`config.mk`:
```
export PLATFORM = sky130hd
export DESIGN_NAME = rns_mac
export DESIGN_NICKNAME = d
export VERILOG_FILES = /design/src/rtl/rns_mac_pkg.sv /design/src/rtl/rns_lane.sv /design/src/rtl/rns_ctrl.sv /design/src/rtl/rns_datapath.sv /design/src/rtl/rns_mac.sv
export SDC_FILE = /design/constraint.sdc
export NUM_CORES = 1
export LEC_CHECK = 0
export ABC_AREA = 1
export ABC_CLOCK_PERIOD_IN_PS = 1600
export CAP_MARGIN = 0
export CORE_ASPECT_RATIO = 0.9
export CORE_MARGIN = 4
export CORE_UTILIZATION = 45
export DETAILED_ROUTE_END_ITERATION = 10
export PLACE_DENSITY = 0.77
export SYNTH_ARGS = -nofsm -noshare
export SYNTH_HDL_FRONTEND = slang
export SYNTH_SLANG_ARGS = --single-unit
```
`constraint.sdc`:
```
create_clock -name clk -period 1.6 [get_ports clk]
set_clock_uncertainty 0.05 [all_clocks]
set_input_delay 0.32 -clock clk [delete_from_list [all_inputs] [get_ports clk]]
set_output_delay 0.32 -clock clk [all_outputs]
set_load 0.02 [all_outputs]
```
`src/rtl/rns_mac_pkg.sv`:
```
package rns_mac_pkg;
  localparam int NUM_CH = 4;
  localparam int MAX_W  = 7;
  localparam int BUS_W  = NUM_CH * MAX_W;

  function automatic int chMod(input int c);
    case (c)
      0:       return 2;
      1:       return 3;
      2:       return 5;
      default: return 7;
    endcase
  endfunction

  typedef struct packed {
    logic en1;       // load operands
    logic en2;       // form product
    logic en3;       // decode addend
    logic en4;       // perform add
    logic useBias4;  // addend is the bias
    logic fwd4;      // previous sum still in the add-stage register
    logic wb5;       // write sum into accumulator
    logic clr;       // clear accumulator
  } strobeT;
endpackage

```
`src/rtl/rns_lane.sv`:
```
module rns_lane
  import rns_mac_pkg::*;
#(
  parameter int MOD = 5
) (
  input  logic           clk,
  input  logic           rstN,
  input  strobeT         st,
  input  logic [MOD-1:0] actIn,
  input  logic [MOD-1:0] wtIn,
  input  logic [MOD-1:0] biasIn,
  output logic [MOD-1:0] accOut
);
  localparam logic [MOD-1:0] ZERO_OH = MOD'(1);

  function automatic logic [MOD-1:0] ohMul(input logic [MOD-1:0] a, input logic [MOD-1:0] b);
    logic [MOD-1:0] r;
    r = '0;
    for (int i = 0; i < MOD; i++)
      for (int k = 0; k < MOD; k++)
        if (a[i] && b[k]) r[(i * k) % MOD] = 1'b1;
    return r;
  endfunction

  function automatic logic [MOD-1:0] ohAdd(input logic [MOD-1:0] a, input logic [MOD-1:0] b);
    logic [MOD-1:0] r;
    r = '0;
    for (int i = 0; i < MOD; i++)
      for (int k = 0; k < MOD; k++)
        if (a[i] && b[k]) r[(i + k) % MOD] = 1'b1;
    return r;
  endfunction

  logic [MOD-1:0] act1, wt1, bias1;
  logic [MOD-1:0] prod2, bias2;
  logic [MOD-1:0] prod3, bias3;
  logic [MOD-1:0] sum4, acc;
  logic [MOD-1:0] partial, addend;

  always_comb begin
    partial = st.fwd4 ? sum4 : acc;
    addend  = st.useBias4 ? bias3 : partial;
  end

  always_ff @(posedge clk or negedge rstN) begin
    if (!rstN) begin
      act1 <= ZERO_OH; wt1 <= ZERO_OH; bias1 <= ZERO_OH;
      prod2 <= ZERO_OH; bias2 <= ZERO_OH;
      prod3 <= ZERO_OH; bias3 <= ZERO_OH;
      sum4 <= ZERO_OH;
      acc <= ZERO_OH;
    end else begin
      if (st.en1) begin
        act1  <= actIn;
        wt1   <= wtIn;
        bias1 <= biasIn;
      end
      if (st.en2) begin
        prod2 <= ohMul(act1, wt1);
        bias2 <= bias1;
      end
      if (st.en3) begin
        prod3 <= prod2;
        bias3 <= bias2;
      end
      if (st.en4) sum4 <= ohAdd(prod3, addend);
      if (st.clr) acc <= ZERO_OH;
      else if (st.wb5) acc <= sum4;
    end
  end

  assign accOut = acc;

  a_r1_operand_onehot: assert property (@(posedge clk) disable iff (!rstN)
    st.en1 |-> ($countones(actIn) == 1 && $countones(wtIn) == 1 && $countones(biasIn) == 1));

  a_r8_acc_onehot: assert property (@(posedge clk) disable iff (!rstN)
    $countones(acc) == 1);

  a_r6_clear_to_zero: assert property (@(posedge clk) disable iff (!rstN)
    st.clr |=> acc == ZERO_OH);

  a_r5_writeback: assert property (@(posedge clk) disable iff (!rstN)
    (st.wb5 && !st.clr) |=> acc == $past(sum4));

  a_r9_hold: assert property (@(posedge clk) disable iff (!rstN)
    (!st.wb5 && !st.clr) |=> $stable(acc));
endmodule

```
`src/rtl/rns_ctrl.sv`:
```
module rns_ctrl
  import rns_mac_pkg::*;
(
  input  logic   clk,
  input  logic   rstN,
  input  logic   inValid,
  input  logic   inSel,
  input  logic   accClear,
  output strobeT st,
  output logic   outValid
);
  logic [5:1] vld;
  logic [3:1] sel;

  always_ff @(posedge clk or negedge rstN) begin
    if (!rstN) begin
      vld <= '0;
      sel <= '0;
    end else begin
      vld <= {vld[4:1], inValid};
      sel <= {sel[2:1], inSel};
    end
  end

  always_comb begin
    st.en1      = inValid;
    st.en2      = vld[1];
    st.en3      = vld[2];
    st.en4      = vld[3];
    st.useBias4 = sel[3];
    st.fwd4     = vld[4];
    st.wb5      = vld[4];
    st.clr      = accClear;
  end

  assign outValid = vld[5];

  a_r2_latency: assert property (@(posedge clk) disable iff (!rstN)
    inValid |-> ##5 outValid);

  a_r6_clear_when_idle: assert property (@(posedge clk) disable iff (!rstN)
    accClear |-> (vld[4:1] == 4'b0 && !inValid));
endmodule

```
`src/rtl/rns_datapath.sv`:
```
module rns_datapath
  import rns_mac_pkg::*;
(
  input  logic             clk,
  input  logic             rstN,
  input  strobeT           st,
  input  logic [BUS_W-1:0] inAct,
  input  logic [BUS_W-1:0] inWeight,
  input  logic [BUS_W-1:0] inBias,
  output logic [BUS_W-1:0] outSum
);
  for (genvar c = 0; c < NUM_CH; c++) begin : g_ch
    localparam int M = chMod(c);
    rns_lane #(.MOD(M)) u_lane (
      .clk    (clk),
      .rstN   (rstN),
      .st     (st),
      .actIn  (inAct[c*MAX_W +: M]),
      .wtIn   (inWeight[c*MAX_W +: M]),
      .biasIn (inBias[c*MAX_W +: M]),
      .accOut (outSum[c*MAX_W +: M])
    );
    if (M < MAX_W) begin : g_pad
      assign outSum[c*MAX_W+M +: MAX_W-M] = '0;
    end
  end
endmodule

```
`src/rtl/rns_mac.sv`:
```
module rns_mac
  import rns_mac_pkg::*;
(
  input  logic             clk,
  input  logic             rstN,
  input  logic             inValid,
  input  logic             inSel,
  input  logic [BUS_W-1:0] inAct,
  input  logic [BUS_W-1:0] inWeight,
  input  logic [BUS_W-1:0] inBias,
  input  logic             accClear,
  output logic             outValid,
  output logic [BUS_W-1:0] outSum
);
  strobeT st;

  rns_ctrl u_ctrl (
    .clk      (clk),
    .rstN     (rstN),
    .inValid  (inValid),
    .inSel    (inSel),
    .accClear (accClear),
    .st       (st),
    .outValid (outValid)
  );

  rns_datapath u_dp (
    .clk      (clk),
    .rstN     (rstN),
    .st       (st),
    .inAct    (inAct),
    .inWeight (inWeight),
    .inBias   (inBias),
    .outSum   (outSum)
  );
endmodule

```
Yosys cells after proc, flatten, opt, wreduce, memory -nomap -nowiden
Index checks and enable logic that the tools add are counted.
{"block": "word_totals", "regBits": 161, "out_inout_bits": 29, "wordCells": 398}
{"block": "classes", "n_mux": 186, "reduce_logical": 174}
{"operator": "$logic_and 1x1->1", "n": 174}
{"operator": "$mux 1", "n": 174}
{"operator": "$mux 7", "n": 3}
{"operator": "$mux 5", "n": 3}
{"operator": "$mux 3", "n": 3}
{"operator": "$mux 2", "n": 3}

Depth between registers and ports, before layout
Gate-level depths: netlist of the first run.
{"block": "depth", "depth_word": 14, "ltp_mapped": 9, "depth_no_buf": 8}

Cells and area by module
From an unflattened synthesis of the first run, not the netlist that was laid out.
{"block": "hier_totals", "cells_unflattened": 869, "hier_area_um2": 7621.1}
{"module": "rns_lane (u_dp.g_ch[3].u_lane)", "cells_per_inst": 389, "area_per_inst_um2": 3253.1, "instances": 1}
{"module": "rns_lane (u_dp.g_ch[2].u_lane)", "cells_per_inst": 246, "area_per_inst_um2": 2098.3, "instances": 1}
{"module": "rns_lane (u_dp.g_ch[1].u_lane)", "cells_per_inst": 128, "area_per_inst_um2": 1184.9, "instances": 1}
{"module": "rns_lane (u_dp.g_ch[0].u_lane)", "cells_per_inst": 82, "area_per_inst_um2": 768.2, "instances": 1}
{"module": "rns_ctrl", "cells_per_inst": 12, "area_per_inst_um2": 230.2, "instances": 1}
{"module": "rns_datapath", "cells_per_inst": 12, "area_per_inst_um2": 86.3, "instances": 1}

Worst setup path after synthesis of the first run
No wires, ideal clock.
{"block": "synth_timing", "kind": "register -> register", "from": "register u_ctrl.vld[4] (netlist name)", "to": "register u_dp.g_ch[0].u_lane.sum4[1]", "setup_slack_ns": 0.319, "stages_incl_launch_ff": 9, "arrival_ns": 1.115, "synth_period_minus_slack_ns": 1.281, "n_path_buf": 1, "cell_sequence": "dfrtp_1 -> buf_6 -> or2_1 -> o21ai_0 -> nand2_1 -> nand3_1 -> nand2_1 -> nand2_1 -> nand2_1"}
{"block": "synth_between", "elab_chain_cells": 5}
{"item": "start, declared", "line_no": "rns_ctrl.sv:12", "rtl": "logic [5:1] vld;"}
{"item": "start signal, assigned", "line_no": "rns_ctrl.sv:20", "rtl": "vld <= {vld[4:1], inValid};"}
{"item": "$mux 2 (*)"}
{"item": "$mux 2 (*)", "line_no": "rns_lane.sv:42", "rtl": "addend = st.useBias4 ? bias3 : partial;"}
{"item": "$logic_and 1x1->1", "line_no": "rns_lane.sv:30", "rtl": "if (a[i] && b[k]) r[(i + k) % MOD] = 1'b1;"}
{"item": "$mux 1", "line_no": "rns_lane.sv:30"}
{"item": "$mux 1 (*)", "line_no": "rns_lane.sv:30"}
{"item": "end signal, assigned", "line_no": "rns_lane.sv:66", "rtl": "if (st.en4) sum4 <= ohAdd(prod3, addend);"}
{"item": "end, declared", "line_no": "rns_lane.sv:37", "rtl": "logic [MOD-1:0] sum4, acc;"}
Mark *: on every way between the ends. The rest lies on a longest branch, timed or not.
A chain may end at the register's enable or synchronous reset.

Worst setup path in the final report of the first run
{"block": "layout_timing", "from": "register u_ctrl.sel[3] (netlist name)", "to": "register u_dp.g_ch[2].u_lane.sum4[1]"}
{"block": "layout_between", "elab_chain_cells": 7}
{"item": "start, declared", "line_no": "rns_ctrl.sv:13", "rtl": "logic [3:1] sel;"}
{"item": "start signal, assigned", "line_no": "rns_ctrl.sv:21", "rtl": "sel <= {sel[2:1], inSel};"}
{"item": "$mux 5 (*)", "line_no": "rns_lane.sv:42"}
{"item": "$logic_and 1x1->1", "line_no": "rns_lane.sv:30"}
{"item": "$mux 1 (4 in a row)", "line_no": "rns_lane.sv:30"}
{"item": "$mux 1 (*)", "line_no": "rns_lane.sv:30"}
{"item": "end signal, assigned", "line_no": "rns_lane.sv:66"}
{"item": "end, declared", "line_no": "rns_lane.sv:37"}
Marked as above.

==> impl_table.tex, run 1 <==
\begin{tabular}{lr}
\hline
Metric & Value \\
\hline
\multicolumn{2}{l}{\textbf{Die}} \\
\quad Y dimension of the die & 130 µm \\
\quad Floorplan core area & 16200 µm² \\
\quad Die footprint & 18600 µm² \\
\quad Width of the chip & 143 µm \\
\quad Total I/O pin count & 118 \\
\quad Effective utilization at floorplan & 45.9\% \\
\quad Row Count & 44 \\
\multicolumn{2}{l}{\textbf{Setup path}} \\
\quad Worst-case reg-to-reg path depth & 7 \\
\quad Worst Setup Start Kind & flip-flop \\
\quad End of the critical path & u\_dp.g\_ch[2].u\_lane.sum4[1] \\
\quad Register-to-register path setup slack & 0.08 ns \\
\quad Worst-path maximum fanout & 11 \\
\quad CP Data Arrival Time & 1.77 ns \\
\quad Worst setup path startpoint & u\_ctrl.sel[3] \\
\quad Kind of critical path & flip-flop to flip-flop \\
\quad Critical path endpoint category & flip-flop \\
\quad Launch point of the worst reg-to-reg path & u\_ctrl.sel[3] \\
\quad CP required & 1.85 ns \\
\quad Reg2Reg Capture Point & u\_dp.g\_ch[2].u\_lane.sum4[1] \\
\multicolumn{2}{l}{\textbf{Detailed routing}} \\
\quad Detailed-router iteration count before antenna repair & 5 \\
\quad Routed met2 length & 6930 µm \\
\quad Total DRC errors in the routed layout & 0 \\
\quad Routed len/inst & 14.2 µm \\
\quad Met3 Routed Length & 960 µm \\
\quad Top routing layer in use & met4 \\
\quad Remaining antenna violation count & 0 \\
\quad WL final & 16200 µm \\
\quad Detail-routed via count per cell & 5.18 \\
\quad Met1 wire length & 8220 µm \\
\quad Count of routing violations after the opening detailed-route iteration & 483 \\
\quad Via count & 5907 \\
\multicolumn{2}{l}{\textbf{STA}} \\
\quad Final hold violation count & 0 \\
\quad Setup violation total in the final timing report & 0 \\
\quad Final-layout setup total negative slack & 0 ns \\
\quad Unrepaired setup endpoints after global routing & yes \\
\quad Maximum clock frequency & 0.657 GHz \\
\quad Final clock period utilization by the worst path & 95.1\% \\
\quad Period minus WS final & 1.52 ns \\
\quad Count of pins over their slew limit & 0 \\
\multicolumn{2}{l}{\textbf{Logic synthesis}} \\
\quad Leading post-synthesis cells by instance count & 206 x sky130\_fd\_sc\_hd\_\_nand2\_1, 125 x sky130\_fd\_sc\_hd\_\_dfrtp\_1, 99 x sky130\_fd\_sc\_hd\_\_nand3\_1, 84 x sky130\_fd\_sc\_hd\_\_o21ai\_0, 73 x sky130\_fd\_sc\_hd\_\_inv\_1 \\
\quad Number of different library cells in the post-synthesis netlist & 31 \\
\quad Most area-hungry cell type in the Yosys netlist & sky130\_fd\_sc\_hd\_\_dfrtp\_1 \\
\quad Total of flip-flops plus latches after synthesis & 161 \\
\quad EDFF count, synth & 0 \\
\quad Number of instances in the synthesized netlist & 851 \\
\quad Post-synth top area share & 42.1\% \\
\quad Count of warnings emitted by yosys & 0 \\
\quad Sequential area share after synthesis & 54.9\% \\
\quad Most numerous cell in the Yosys netlist & sky130\_fd\_sc\_hd\_\_nand2\_1 \\
\quad Post-synthesis instance area & 7430 µm² \\
\quad Average footprint of a synthesized cell & 8.73 µm² \\
\quad Top area cells in the synthesized netlist & sky130\_fd\_sc\_hd\_\_dfrtp\_1 42\%, sky130\_fd\_sc\_hd\_\_dfstp\_2 13\%, sky130\_fd\_sc\_hd\_\_nand2\_1 10\% \\
\quad Fraction of registers with async set or reset after synthesis & 100\% \\
\quad Prevailing post-synth register cell & sky130\_fd\_sc\_hd\_\_dfrtp\_1 \\
\multicolumn{2}{l}{\textbf{Global route}} \\
\quad Gr usage total & 18.7\% \\
\quad First-pass GRT wire length & 28200 µm \\
\quad Vias in the first global route & 5676 \\
\quad Maximum number of pins on one net before global-route repair & 48 \\
\quad Global-route congestion overflow total & 0 \\
\quad Number of antenna violations at the first check in global routing & 0 \\
\multicolumn{2}{l}{\textbf{Hold path}} \\
\quad Start point of the worst min-delay path & inValid \\
\quad Type of the tightest min-delay check & input pin to flip-flop \\
\multicolumn{2}{l}{\textbf{Final layout}} \\
\quad Area Growth Syn to Fin & 20.4\% \\
\quad Total inserted antenna cells & 0 \\
\quad Filler Cells Inserted & 1459 \\
\quad Layout cell share with drive strength beyond 1 & 14.7\% \\
\quad NumNets Final & 1010 \\
\quad Total area of sequential cells & 4080 µm² \\
\quad Area taken by multi-input logic gates & 2820 µm² \\
\multicolumn{2}{l}{\textbf{CTS}} \\
\quad Cell chosen for the clock root & sky130\_fd\_sc\_hd\_\_clkbuf\_16 \\
\quad Clock insertion delay at the later pin of the skew report & 0.42 ns \\
\quad Number of clock buffers inserted by TritonCTS & 17 \\
\quad Clock tree from TritonCTS & done \\
\quad Clock buffer depth & 2 \\
\quad Clock transition at the registers of the reported paths & 0.06 ns \\
\quad Number of levels the H-tree was split into & 4 \\
\quad Clock sink count & 161 \\
\quad Post-CTS setup buffer count & 0 \\
\multicolumn{2}{l}{\textbf{Power}} \\
\quad Worst supply voltage drop on vdd & 983 µV \\
\quad Overall power after layout & 0.0108 W \\
\quad Leak & 4.17 nW \\
\quad Power density cells & 1210 nW/µm² \\
\multicolumn{2}{l}{\textbf{Place}} \\
\quad Total half-perimeter wirelength after legalization and detailed placement & 11300 µm \\
\quad Total of buffers placed on input and output ports & 73 \\
\quad Final weighted congestion of routability-driven global placement & 0.913 \\
\multicolumn{2}{l}{\textbf{Run}} \\
\quad Total of max-cap violations & 0 \\
\multicolumn{2}{l}{\textbf{Outcome}} \\
\quad Run status & finished, final reports clean \\
\hline
\end{tabular}
-- per-layer routing --
| layer | vias up | track usage [%] |
|---|---|---|
| met5 | - | 0 |
| met4 | 0 | 4.60 |
| met3 | 13 | 4.65 |
| met2 | 184 | 26.3 |
| met1 | 2793 | 29.0 |
| li1 | 2917 | - |
-- repair_timing --
item | CTS | global route
gates resized for setup | 27 | 10
hold endpoints to repair | 25 | 0
hold buffers | 1 | 0
setup endpoints to repair | 18 | 19
pin swaps | 0 | 0
-- how the worst min path moves through the flow --
stage / end / slack (ns) / cells after the start
final: u_ctrl.vld[1] / 0.11 / 1
after global routing: u_ctrl.vld[1] / 0.1 / 1
after CTS: u_ctrl.vld[1] / 0.08 / 1
after detailed placement: u_dp.g_ch[3].u_lane.wt1[6] / 0.19 / 1
after global placement: u_dp.g_ch[3].u_lane.wt1[6] / 0.19 / 1
after floorplan: u_ctrl.sel[1] / -0.03 / 0
-- critical path, stage by stage, from the launching register on --
cell and delay (ns):
sky130_fd_sc_hd__dfrtp_1 0.41, sky130_fd_sc_hd__inv_4 0.16, sky130_fd_sc_hd__buf_4 0.22, sky130_fd_sc_hd__nand3_2 0.17, sky130_fd_sc_hd__nand3_1 0.11, sky130_fd_sc_hd__nand2_1 0.06, sky130_fd_sc_hd__nor2_1 0.13, sky130_fd_sc_hd__a21oi_1 0.08
-- sequential cells by signal (all words and copies together), names as in the netlist --
| register | count |
|---|---|
| u_dp.g_ch.u_lane.prod3 | 17 |
| u_dp.g_ch.u_lane.prod2 | 17 |
| u_dp.g_ch.u_lane.accOut | 17 |
| u_dp.g_ch.u_lane.sum4 | 17 |
| u_ctrl.vld | 5 |
| u_dp.g_ch.u_lane.act1 | 17 |
| u_dp.g_ch.u_lane.wt1 | 17 |
| u_dp.g_ch.u_lane.bias2 | 17 |
| u_dp.g_ch.u_lane.bias3 | 17 |
| u_ctrl.sel | 3 |
| u_dp.g_ch.u_lane.bias1 | 17 |
-- power breakdown --
part / leakage (nW) / switching (W) / internal [W] / total (W)
Clock: 0.286 / 0.00163 / 0.00228 / 0.00391
Combinational: 2.03 / 0.00105 / 0.000762 / 0.00181
Sequential: 1.85 / 0.000440 / 0.00465 / 0.00509
-- area by class of cell --
cell class / instances / share of cell area, %
clock buffers: 21 / 5.26
repair buffers: 93 / 10.4
flip-flops and latches: 161 / 45.6
well taps: 207 / 2.90
inverters: 75 / 3.18
clock inverters: 11 / 1.16
multi-input cells: 573 / 31.5
-- kinds of logic (layout without fill, tap and decap cells) --
kind of cell           after synthesis  count (layout)  share of synthesized area (%)
multiplexers                        24              24                           3.64
AND/OR/NAND/NOR                    377             377                           21.8
other                                1              11                         0.0505
flip-flops                         161             161                           54.9
buffers and inverters              127             200                           8.05
AO/OA/AOI/OAI                      161             161                           11.6
-- metrics by stage --
step	std cells	hold WS (ns)	setup WS, ns	utilization [%]	area (µm²)
final	1141	0.106	0.0780	55.2	8940
after global routing	1141	0.0976	0.000717	55.2	8940
after CTS	1141	0.0836	0.00383	55.2	8930
after detailed placement	1108	0.188	0.0643	51.7	8370
after global placement	1108	0.191	0.0712	51.7	8370
after floorplan	861	-0.0256	0.319	-	7460
-- cell usage in the layout (no fill, tap or decap), drive strengths merged --
cell	n
o31ai	3
or2	1
clkdlybuf4s50	53
nor2	59
bufinv	1
clkinvlp	1
o22ai	8
clkbuf	21
a31oi	2
inv	78
o21ai	88
a41oi	1
nand2	210
o211ai	8
dfrtp	125
clkinv	6
conb	11
dlygate4sd3	1
a21oi	51
mux2	24
nand3	105
nand4	1
dlygate4sd2	14
buf	25
nor3	1
dfstp	36
Note: power is estimated with default switching activity, not from simulation.
==> run 2: changes to the inputs <==
- HOLD_SLACK_MARGIN: not set -> 0.08
- PLACE_DENSITY: 0.77 -> not set
- PLACE_DENSITY_LB_ADDON: not set -> 0.05
==> run 2 against run 1 <==
Sequential power barely moved. First-iteration DRC count down 17%. Clock-buffer cell count up 1. Critical path depth decreased by 6. Setup slack improved by 0.017 ns. Critical path type is now flip-flop to output port. Largest cell class unchanged.
==> impl_table.tex, run 2 (synthesis results as in run 1) <==
\begin{tabular}{lr}
\hline
Metric & Value \\
\hline
\multicolumn{2}{l}{\textbf{Die}} \\
\quad Y dimension of the die & 130 µm (unchanged) \\
\quad Total I/O pin count & 118 (unchanged) \\
\quad Die footprint & 18600 µm² (unchanged) \\
\quad Row Count & 44 (unchanged) \\
\quad Floorplan core area & 16200 µm² (unchanged) \\
\quad Effective utilization at floorplan & 45.9\% (unchanged) \\
\quad Width of the chip & 143 µm (unchanged) \\
\multicolumn{2}{l}{\textbf{STA}} \\
\quad Final clock period utilization by the worst path & 94.1\% (was 95.1\%) \\
\quad Worst slew slack as a fraction of its limit & 64.8\% \\
\quad Count of pins over their slew limit & 0 (unchanged) \\
\quad Period minus WS final & 1.51 ns (was 1.52 ns) \\
\quad Setup violation total in the final timing report & 0 (unchanged) \\
\quad Final hold violation count & 0 (unchanged) \\
\quad Worst hold slack & 0.292 ns (was 0.106 ns) \\
\quad Transition time of the tightest slew-check pin & 0.527 ns \\
\quad Maximum clock frequency & 0.664 GHz (was 0.657 GHz) \\
\multicolumn{2}{l}{\textbf{Final layout}} \\
\quad NumNets Final & 1018 (was 1010) \\
\quad Commonest cells after routing, fill and taps aside & 206 x sky130\_fd\_sc\_hd\_\_nand2\_1, 125 x sky130\_fd\_sc\_hd\_\_dfrtp\_1, 92 x sky130\_fd\_sc\_hd\_\_nand3\_1 (was 206 x sky130\_fd\_sc\_hd\_\_nand2\_1, 124 x sky130\_fd\_sc\_hd\_\_dfrtp\_1, 94 x sky130\_fd\_sc\_hd\_\_nand3\_1) \\
\quad Area taken by multi-input logic gates & 2830 µm² (was 2820 µm²) \\
\quad Total inserted antenna cells & 0 (unchanged) \\
\quad Finished layout cell area & 8980 µm² (was 8940 µm²) \\
\quad Most frequent standard cell in the layout excluding fill and tap cells & sky130\_fd\_sc\_hd\_\_nand2\_1 (unchanged) \\
\quad Area Growth Syn to Fin & 20.9\% (was 20.4\%) \\
\quad Filler Cells Inserted & 1506 (was 1459) \\
\quad Total area of sequential cells & 4070 µm² (was 4080 µm²) \\
\quad Layout cell share with drive strength beyond 1 & 15.2\% (was 14.7\%) \\
\multicolumn{2}{l}{\textbf{Setup path}} \\
\quad Worst Setup Start Kind & flip-flop (unchanged) \\
\quad Kind of critical path & flip-flop to output port (was flip-flop to flip-flop) \\
\quad Largest stage delay, worst path & 0.39 ns (was 0.41 ns) \\
\quad Critical path endpoint category & output port (was flip-flop) \\
\quad Worst-path maximum fanout & 2 (was 11) \\
\quad Combined buffer and inverter count along the critical path & 1 (was 2) \\
\quad Cell at the slowest stage of the critical path & sky130\_fd\_sc\_hd\_\_dfrtp\_1 (unchanged) \\
\quad Cell chain of the critical path & dlygate4sd2\_1 (was inv\_4, buf\_4, nand3\_2, nand3\_1, nand2\_1, nor2\_1, a21oi\_1) \\
\quad Register-to-register path setup slack & 0.10 ns (was 0.08 ns) \\
\quad Category of cells accounting for the largest share of critical-path delay & flip-flops (was simple AND/OR/NAND/NOR gates) \\
\quad CP Data Arrival Time & 1.14 ns (was 1.77 ns) \\
\quad CP required & 1.23 ns (was 1.85 ns) \\
\multicolumn{2}{l}{\textbf{Power}} \\
\quad Worst supply voltage drop on vdd & 816 µV (was 983 µV) \\
\quad Power density cells & 1190 nW/µm² (was 1210 nW/µm²) \\
\quad Leak & 4.19 nW (was 4.17 nW) \\
\multicolumn{2}{l}{\textbf{Detailed routing}} \\
\quad Routed len/inst & 15.5 µm (was 14.2 µm) \\
\quad Top routing layer in use & met4 (unchanged) \\
\quad Total DRC errors in the routed layout & 0 (unchanged) \\
\quad Met1 wire length & 8130 µm (was 8220 µm) \\
\quad Met3 Routed Length & 793 µm (was 960 µm) \\
\quad Via count & 6044 (was 5907) \\
\quad Detail-routed via count per cell & 5.26 (was 5.18) \\
\quad Remaining antenna violation count & 0 (unchanged) \\
\quad WL final & 17800 µm (was 16200 µm) \\
\quad Count of routing violations after the opening detailed-route iteration & 401 (was 483) \\
\quad Routed met2 length & 8670 µm (was 6930 µm) \\
\quad Detailed-router iteration count before antenna repair & 5 (unchanged) \\
\multicolumn{2}{l}{\textbf{Place}} \\
\quad Instance area after placement & 8430 µm² (was 8370 µm²) \\
\quad Total of buffers placed on input and output ports & 73 (unchanged) \\
\quad Final weighted congestion of routability-driven global placement & 0.843 (was 0.913) \\
\quad Total half-perimeter wirelength after legalization and detailed placement & 12900 µm (was 11300 µm) \\
\multicolumn{2}{l}{\textbf{Global route}} \\
\quad Global-route congestion overflow total & 0 (unchanged) \\
\quad Gr usage total & 20.3\% (was 18.7\%) \\
\quad Number of antenna violations at the first check in global routing & 0 (unchanged) \\
\quad Maximum number of pins on one net before global-route repair & 40 (was 48) \\
\quad Vias in the first global route & 6033 (was 5676) \\
\quad First-pass GRT wire length & 30000 µm (was 28200 µm) \\
\multicolumn{2}{l}{\textbf{CTS}} \\
\quad Clock tree from TritonCTS & done (unchanged) \\
\quad Clock insertion delay at the later pin of the skew report & 0.42 ns (about the same) \\
\quad Clock buffer depth & 2 (unchanged) \\
\quad Clock sink count & 161 (unchanged) \\
\quad Number of levels the H-tree was split into & 4 (unchanged) \\
\quad Cell chosen for the clock root & sky130\_fd\_sc\_hd\_\_clkbuf\_16 (unchanged) \\
\quad Clock transition at the registers of the reported paths & 0.06 ns (about the same) \\
\quad Number of clock buffers inserted by TritonCTS & 17 (unchanged) \\
\multicolumn{2}{l}{\textbf{Outcome}} \\
\quad Run status & finished, final reports clean (unchanged) \\
\multicolumn{2}{l}{\textbf{Run}} \\
\quad Total of max-cap violations & 0 (unchanged) \\
\multicolumn{2}{l}{\textbf{Hold path}} \\
\quad Type of the tightest min-delay check & input pin to flip-flop (unchanged) \\
\hline
\end{tabular}
-- run 2: changes by cell type in the layout (fill, tap and decap cells not counted), sizes merged --
cell / previous run / this run
clkbuf: 21 / 22
clkinv: 6 / 7
clkinvlp: 1 / 2
buf: 25 / 33
inv: 78 / 75
-- run 2: path summary, 6_finish.rpt --
| check | end | from | depth (start not counted) |
|---|---|---|---|
| hold / removal | u_ctrl.sel[1] | inSel | 1 |
| min in group asynchronous | u_dp.g_ch[1].u_lane.act1[1] | rstN | 2 |
| max in group asynchronous | u_dp.g_ch[2].u_lane.act1[0] | rstN | 3 |
| setup reg to reg | u_dp.g_ch[2].u_lane.sum4[1] | u_ctrl.vld[4] | 8 |
| hold reg to reg | u_ctrl.sel[3] | u_ctrl.sel[2] | 0 |
| setup / recovery | outSum[17] | u_dp.g_ch[2].u_lane.accOut[3] | 1 |
-- run 2: stage by stage --
step | utilization (%) | total power, W | setup TNS, ns | setup WS (ns) | instances
finish | 55.5 | 0.0107 | 0 | 0.0948 | 1149
global placement | 52.1 | 0.00699 | 0 | 0.0795 | 1116
global route | 55.5 | 0.0113 | -0.0103 | -0.00572 | 1149
CTS | 55.3 | 0.0108 | 0 | 0.00450 | 1149
detailed placement | 52.1 | 0.00703 | 0 | 0.0787 | 1116
floorplan | - | 0.00628 | 0 | 0.319 | 861
-- run 2: area by class of cell --
type / count / share of cell area, %
inverters: 75 / 3.16
clock buffers: 22 / 5.06
well taps: 207 / 2.89
multi-input cells: 573 / 31.5
clock inverters: 10 / 0.976
flip-flops and latches: 161 / 45.4
repair buffers: 101 / 11.0
-- run 2: power breakdown --
part	switching [W]	internal (W)
clock network	0.00159	0.00217
registers	0.000440	0.00465
logic	0.00106	0.000777
-- run 2: what timing repair did --
item                                    4_1_cts  5_1_grt
hold endpoints to repair                     17        0
gates resized for setup                      28        9
pin swaps                                     0        1
buffers inserted                              0        0
endpoints found under the setup margin       18       14
hold buffers                                  1        0
-- run 2: metal layers --
layer  vias up  GRT usage [%]
li1       2933              -
met1      2945           26.9
met2       147           33.8
met3        19           4.84
met4         0           5.70
met5         -              0
==> run 3: changes to the inputs <==
- ABC_CLOCK_PERIOD_IN_PS: 1600 -> 1500
- clock period: 1.6 -> 1.5 ns (I/O delays scaled with it)
==> run 3 against run 2 <==
Non-clock buffer count unchanged. Clock power up 13%. Critical path depth unchanged. Clock-buffer cell count up 6. Sequential cell count unchanged. Critical path type unchanged. Critical endpoint unchanged.
==> impl_table.tex, run 3 (synthesis results as in run 1) <==
\begin{tabular}{lr}
\hline
Metric & Value \\
\hline
\multicolumn{2}{l}{\textbf{Setup path}} \\
\quad Combined buffer and inverter count along the critical path & 1 (unchanged) \\
\quad Cell at the slowest stage of the critical path & sky130\_fd\_sc\_hd\_\_dfrtp\_1 (unchanged) \\
\quad Critical path endpoint category & output port (unchanged) \\
\quad Cell chain of the critical path & clkdlybuf4s15\_1 (was dlygate4sd2\_1) \\
\quad Kind of critical path & flip-flop to output port (unchanged) \\
\quad CP required & 1.15 ns (was 1.23 ns) \\
\quad Largest stage delay, worst path & 0.39 ns (about the same) \\
\quad Worst-path maximum fanout & 2 (unchanged) \\
\quad Category of cells accounting for the largest share of critical-path delay & flip-flops (unchanged) \\
\quad CP Data Arrival Time & 1.10 ns (was 1.14 ns) \\
\quad Worst Setup Start Kind & flip-flop (unchanged) \\
\multicolumn{2}{l}{\textbf{STA}} \\
\quad Unrepaired setup endpoints after global routing & yes \\
\quad Worst hold slack & 0.205 ns (was 0.292 ns) \\
\quad Setup violation total in the final timing report & 0 (unchanged) \\
\quad Count of pins over their slew limit & 0 (unchanged) \\
\quad Final hold violation count & 0 (unchanged) \\
\quad Transition time of the tightest slew-check pin & 0.534 ns (was 0.527 ns) \\
\quad Period minus WS final & 1.45 ns \\
\quad Final-layout setup total negative slack & 0 ns (unchanged) \\
\quad Maximum clock frequency & 0.688 GHz \\
\quad Setup slack of the critical path after layout & 0.0469 ns (was 0.0948 ns) \\
\quad Final clock period utilization by the worst path & 96.9\% \\
\quad Worst slew slack as a fraction of its limit & 64.4\% (was 64.8\%) \\
\multicolumn{2}{l}{\textbf{Detailed routing}} \\
\quad Via count & 6056 (was 6044) \\
\quad Total DRC errors in the routed layout & 0 (unchanged) \\
\quad WL final & 18000 µm (was 17800 µm) \\
\quad Detail-routed via count per cell & 5.27 (was 5.26) \\
\quad Detailed-router iteration count before antenna repair & 5 (unchanged) \\
\quad Count of routing violations after the opening detailed-route iteration & 421 (was 401) \\
\quad Routed len/inst & 15.6 µm (was 15.5 µm) \\
\quad Remaining antenna violation count & 0 (unchanged) \\
\multicolumn{2}{l}{\textbf{Final layout}} \\
\quad Layout cell share with drive strength beyond 1 & 16.9\% (was 15.2\%) \\
\quad Final cell count without fillers & 1149 (unchanged) \\
\quad Total area of sequential cells & 4080 µm² (was 4070 µm²) \\
\quad Most frequent standard cell in the layout excluding fill and tap cells & sky130\_fd\_sc\_hd\_\_nand2\_1 (unchanged) \\
\quad NumNets Final & 1018 (unchanged) \\
\quad Filler Cells Inserted & 1515 (was 1506) \\
\quad Finished layout cell area & 9150 µm² (was 8980 µm²) \\
\quad Area taken by multi-input logic gates & 2930 µm² (was 2830 µm²) \\
\quad Commonest cells after routing, fill and taps aside & 198 x sky130\_fd\_sc\_hd\_\_nand2\_1, 124 x sky130\_fd\_sc\_hd\_\_dfrtp\_1, 92 x sky130\_fd\_sc\_hd\_\_nand3\_1 (was 206 x sky130\_fd\_sc\_hd\_\_nand2\_1, 125 x sky130\_fd\_sc\_hd\_\_dfrtp\_1, 92 x sky130\_fd\_sc\_hd\_\_nand3\_1) \\
\quad Area Growth Syn to Fin & 23.1\% (was 20.9\%) \\
\quad Total inserted antenna cells & 0 (unchanged) \\
\multicolumn{2}{l}{\textbf{Power}} \\
\quad Power density cells & 1280 nW/µm² (was 1190 nW/µm²) \\
\quad Leak & 4.20 nW (was 4.19 nW) \\
\quad Worst supply voltage drop on vdd & 923 µV (was 816 µV) \\
\multicolumn{2}{l}{\textbf{Place}} \\
\quad Total of buffers placed on input and output ports & 73 (unchanged) \\
\quad Instance count after placement with tap cells included & 1116 (unchanged) \\
\quad Instance area after placement & 8410 µm² (was 8430 µm²) \\
\quad Final weighted congestion of routability-driven global placement & 0.853 (was 0.843) \\
\quad Post-Place Setup Slack & -0.00436 ns (was 0.0787 ns) \\
\quad Total half-perimeter wirelength after legalization and detailed placement & 12600 µm (was 12900 µm) \\
\multicolumn{2}{l}{\textbf{CTS}} \\
\quad Clock sink count & 161 (unchanged) \\
\quad Clock buffer depth & 2 (unchanged) \\
\quad Number of levels the H-tree was split into & 4 (unchanged) \\
\quad Clock tree from TritonCTS & done (unchanged) \\
\quad Number of clock buffers inserted by TritonCTS & 17 (unchanged) \\
\quad Cell chosen for the clock root & sky130\_fd\_sc\_hd\_\_clkbuf\_16 (unchanged) \\
\quad Clock insertion delay at the later pin of the skew report & 0.42 ns (about the same) \\
\quad Clock transition at the registers of the reported paths & 0.06 ns (about the same) \\
\multicolumn{2}{l}{\textbf{Die}} \\
\quad Die footprint & 18600 µm² (unchanged) \\
\quad Effective utilization at floorplan & 45.9\% (unchanged) \\
\quad Row Count & 44 (unchanged) \\
\quad Total I/O pin count & 118 (unchanged) \\
\quad Floorplan core area & 16200 µm² (unchanged) \\
\quad Y dimension of the die & 130 µm (unchanged) \\
\quad Width of the chip & 143 µm (unchanged) \\
\multicolumn{2}{l}{\textbf{Global route}} \\
\quad Number of antenna violations at the first check in global routing & 0 (unchanged) \\
\quad First-pass GRT wire length & 30500 µm (was 30000 µm) \\
\quad Maximum number of pins on one net before global-route repair & 98 (was 40) \\
\quad Global-route congestion overflow total & 0 (unchanged) \\
\quad Gr usage total & 20.5\% (was 20.3\%) \\
\quad Vias in the first global route & 6181 (was 6033) \\
\multicolumn{2}{l}{\textbf{Run}} \\
\quad Total of max-cap violations & 0 (unchanged) \\
\multicolumn{2}{l}{\textbf{Outcome}} \\
\quad Run status & finished, final reports clean (unchanged) \\
\multicolumn{2}{l}{\textbf{Hold path}} \\
\quad Type of the tightest min-delay check & input pin to flip-flop (unchanged) \\
\hline
\end{tabular}
## run 3: changes by cell type in the layout (fill, tap and decap cells not counted), moves of 6 or more
cell | before | now
sky130_fd_sc_hd__nand3_2 | 12 | 4
sky130_fd_sc_hd__buf_6 | 1 | 7
sky130_fd_sc_hd__nand3_4 | 1 | 9
sky130_fd_sc_hd__nand2_2 | 0 | 8
sky130_fd_sc_hd__dlygate4sd2_1 | 14 | 1
sky130_fd_sc_hd__clkbuf_8 | 1 | 7
sky130_fd_sc_hd__clkdlybuf4s15_1 | 0 | 12
sky130_fd_sc_hd__nand2_1 | 206 | 198
## run 3: repair_timing
item,CTS,global route
endpoints found under the hold margin,125,0
gates resized for setup,37,48
setup buffers,0,0
endpoints found under the setup margin,22,27
hold buffers,1,0
pin swaps,0,3
## run 3: path summary, 6_finish.rpt
| check | from | end | slack, ns | cells past startpoint |
|---|---|---|---|---|
| setup / recovery | u_dp.g_ch[2].u_lane.accOut[3] | outSum[17] | 0.05 | 1 |
| max in group asynchronous | rstN | u_dp.g_ch[2].u_lane.bias3[0] | 0.52 | 3 |
| hold reg to reg | u_ctrl.sel[1] | u_ctrl.sel[2] | 0.30 | 0 |
| setup reg to reg | u_ctrl.vld[4] | u_dp.g_ch[3].u_lane.sum4[5] | 0.09 | 8 |
| hold / removal | inValid | u_ctrl.vld[1] | 0.20 | 2 |
| min in group asynchronous | rstN | u_dp.g_ch[1].u_lane.prod2[1] | 0.40 | 3 |
## run 3: routing by layer
metal  wire, µm  track usage [%]
met5          0                0
met4        279             6.92
met3        722             4.25
met2       8840             33.9
met1       8110             27.2
## run 3: layout make-up
type / count / share of cell area [%]
Timing Repair Buffer: 101 / 11.1
Inverter: 75 / 3.16
Sequential cell: 161 / 44.6
Clock inverter: 4 / 0.520
Clock buffer: 28 / 5.87
Multi-Input combinational cell: 573 / 32.0
Tap cell: 207 / 2.83
## run 3: stage by stage
stage,power [W],util (%)
after global placement,0.00745,52.0
after global routing,0.0124,56.5
after floorplan,0.00670,-
final,0.0117,56.5
after detailed placement,0.00750,52.0
after CTS,0.0118,55.6
## run 3: where the power goes
part / leakage, nW / switching (W) / internal, W / total [W]
Combinational: 2.06 / 0.00118 / 0.000875 / 0.00205
Clock: 0.287 / 0.00166 / 0.00259 / 0.00425
Sequential: 1.85 / 0.000478 / 0.00496 / 0.00544
Total: 4.20 / 0.00332 / 0.00843 / 0.0117
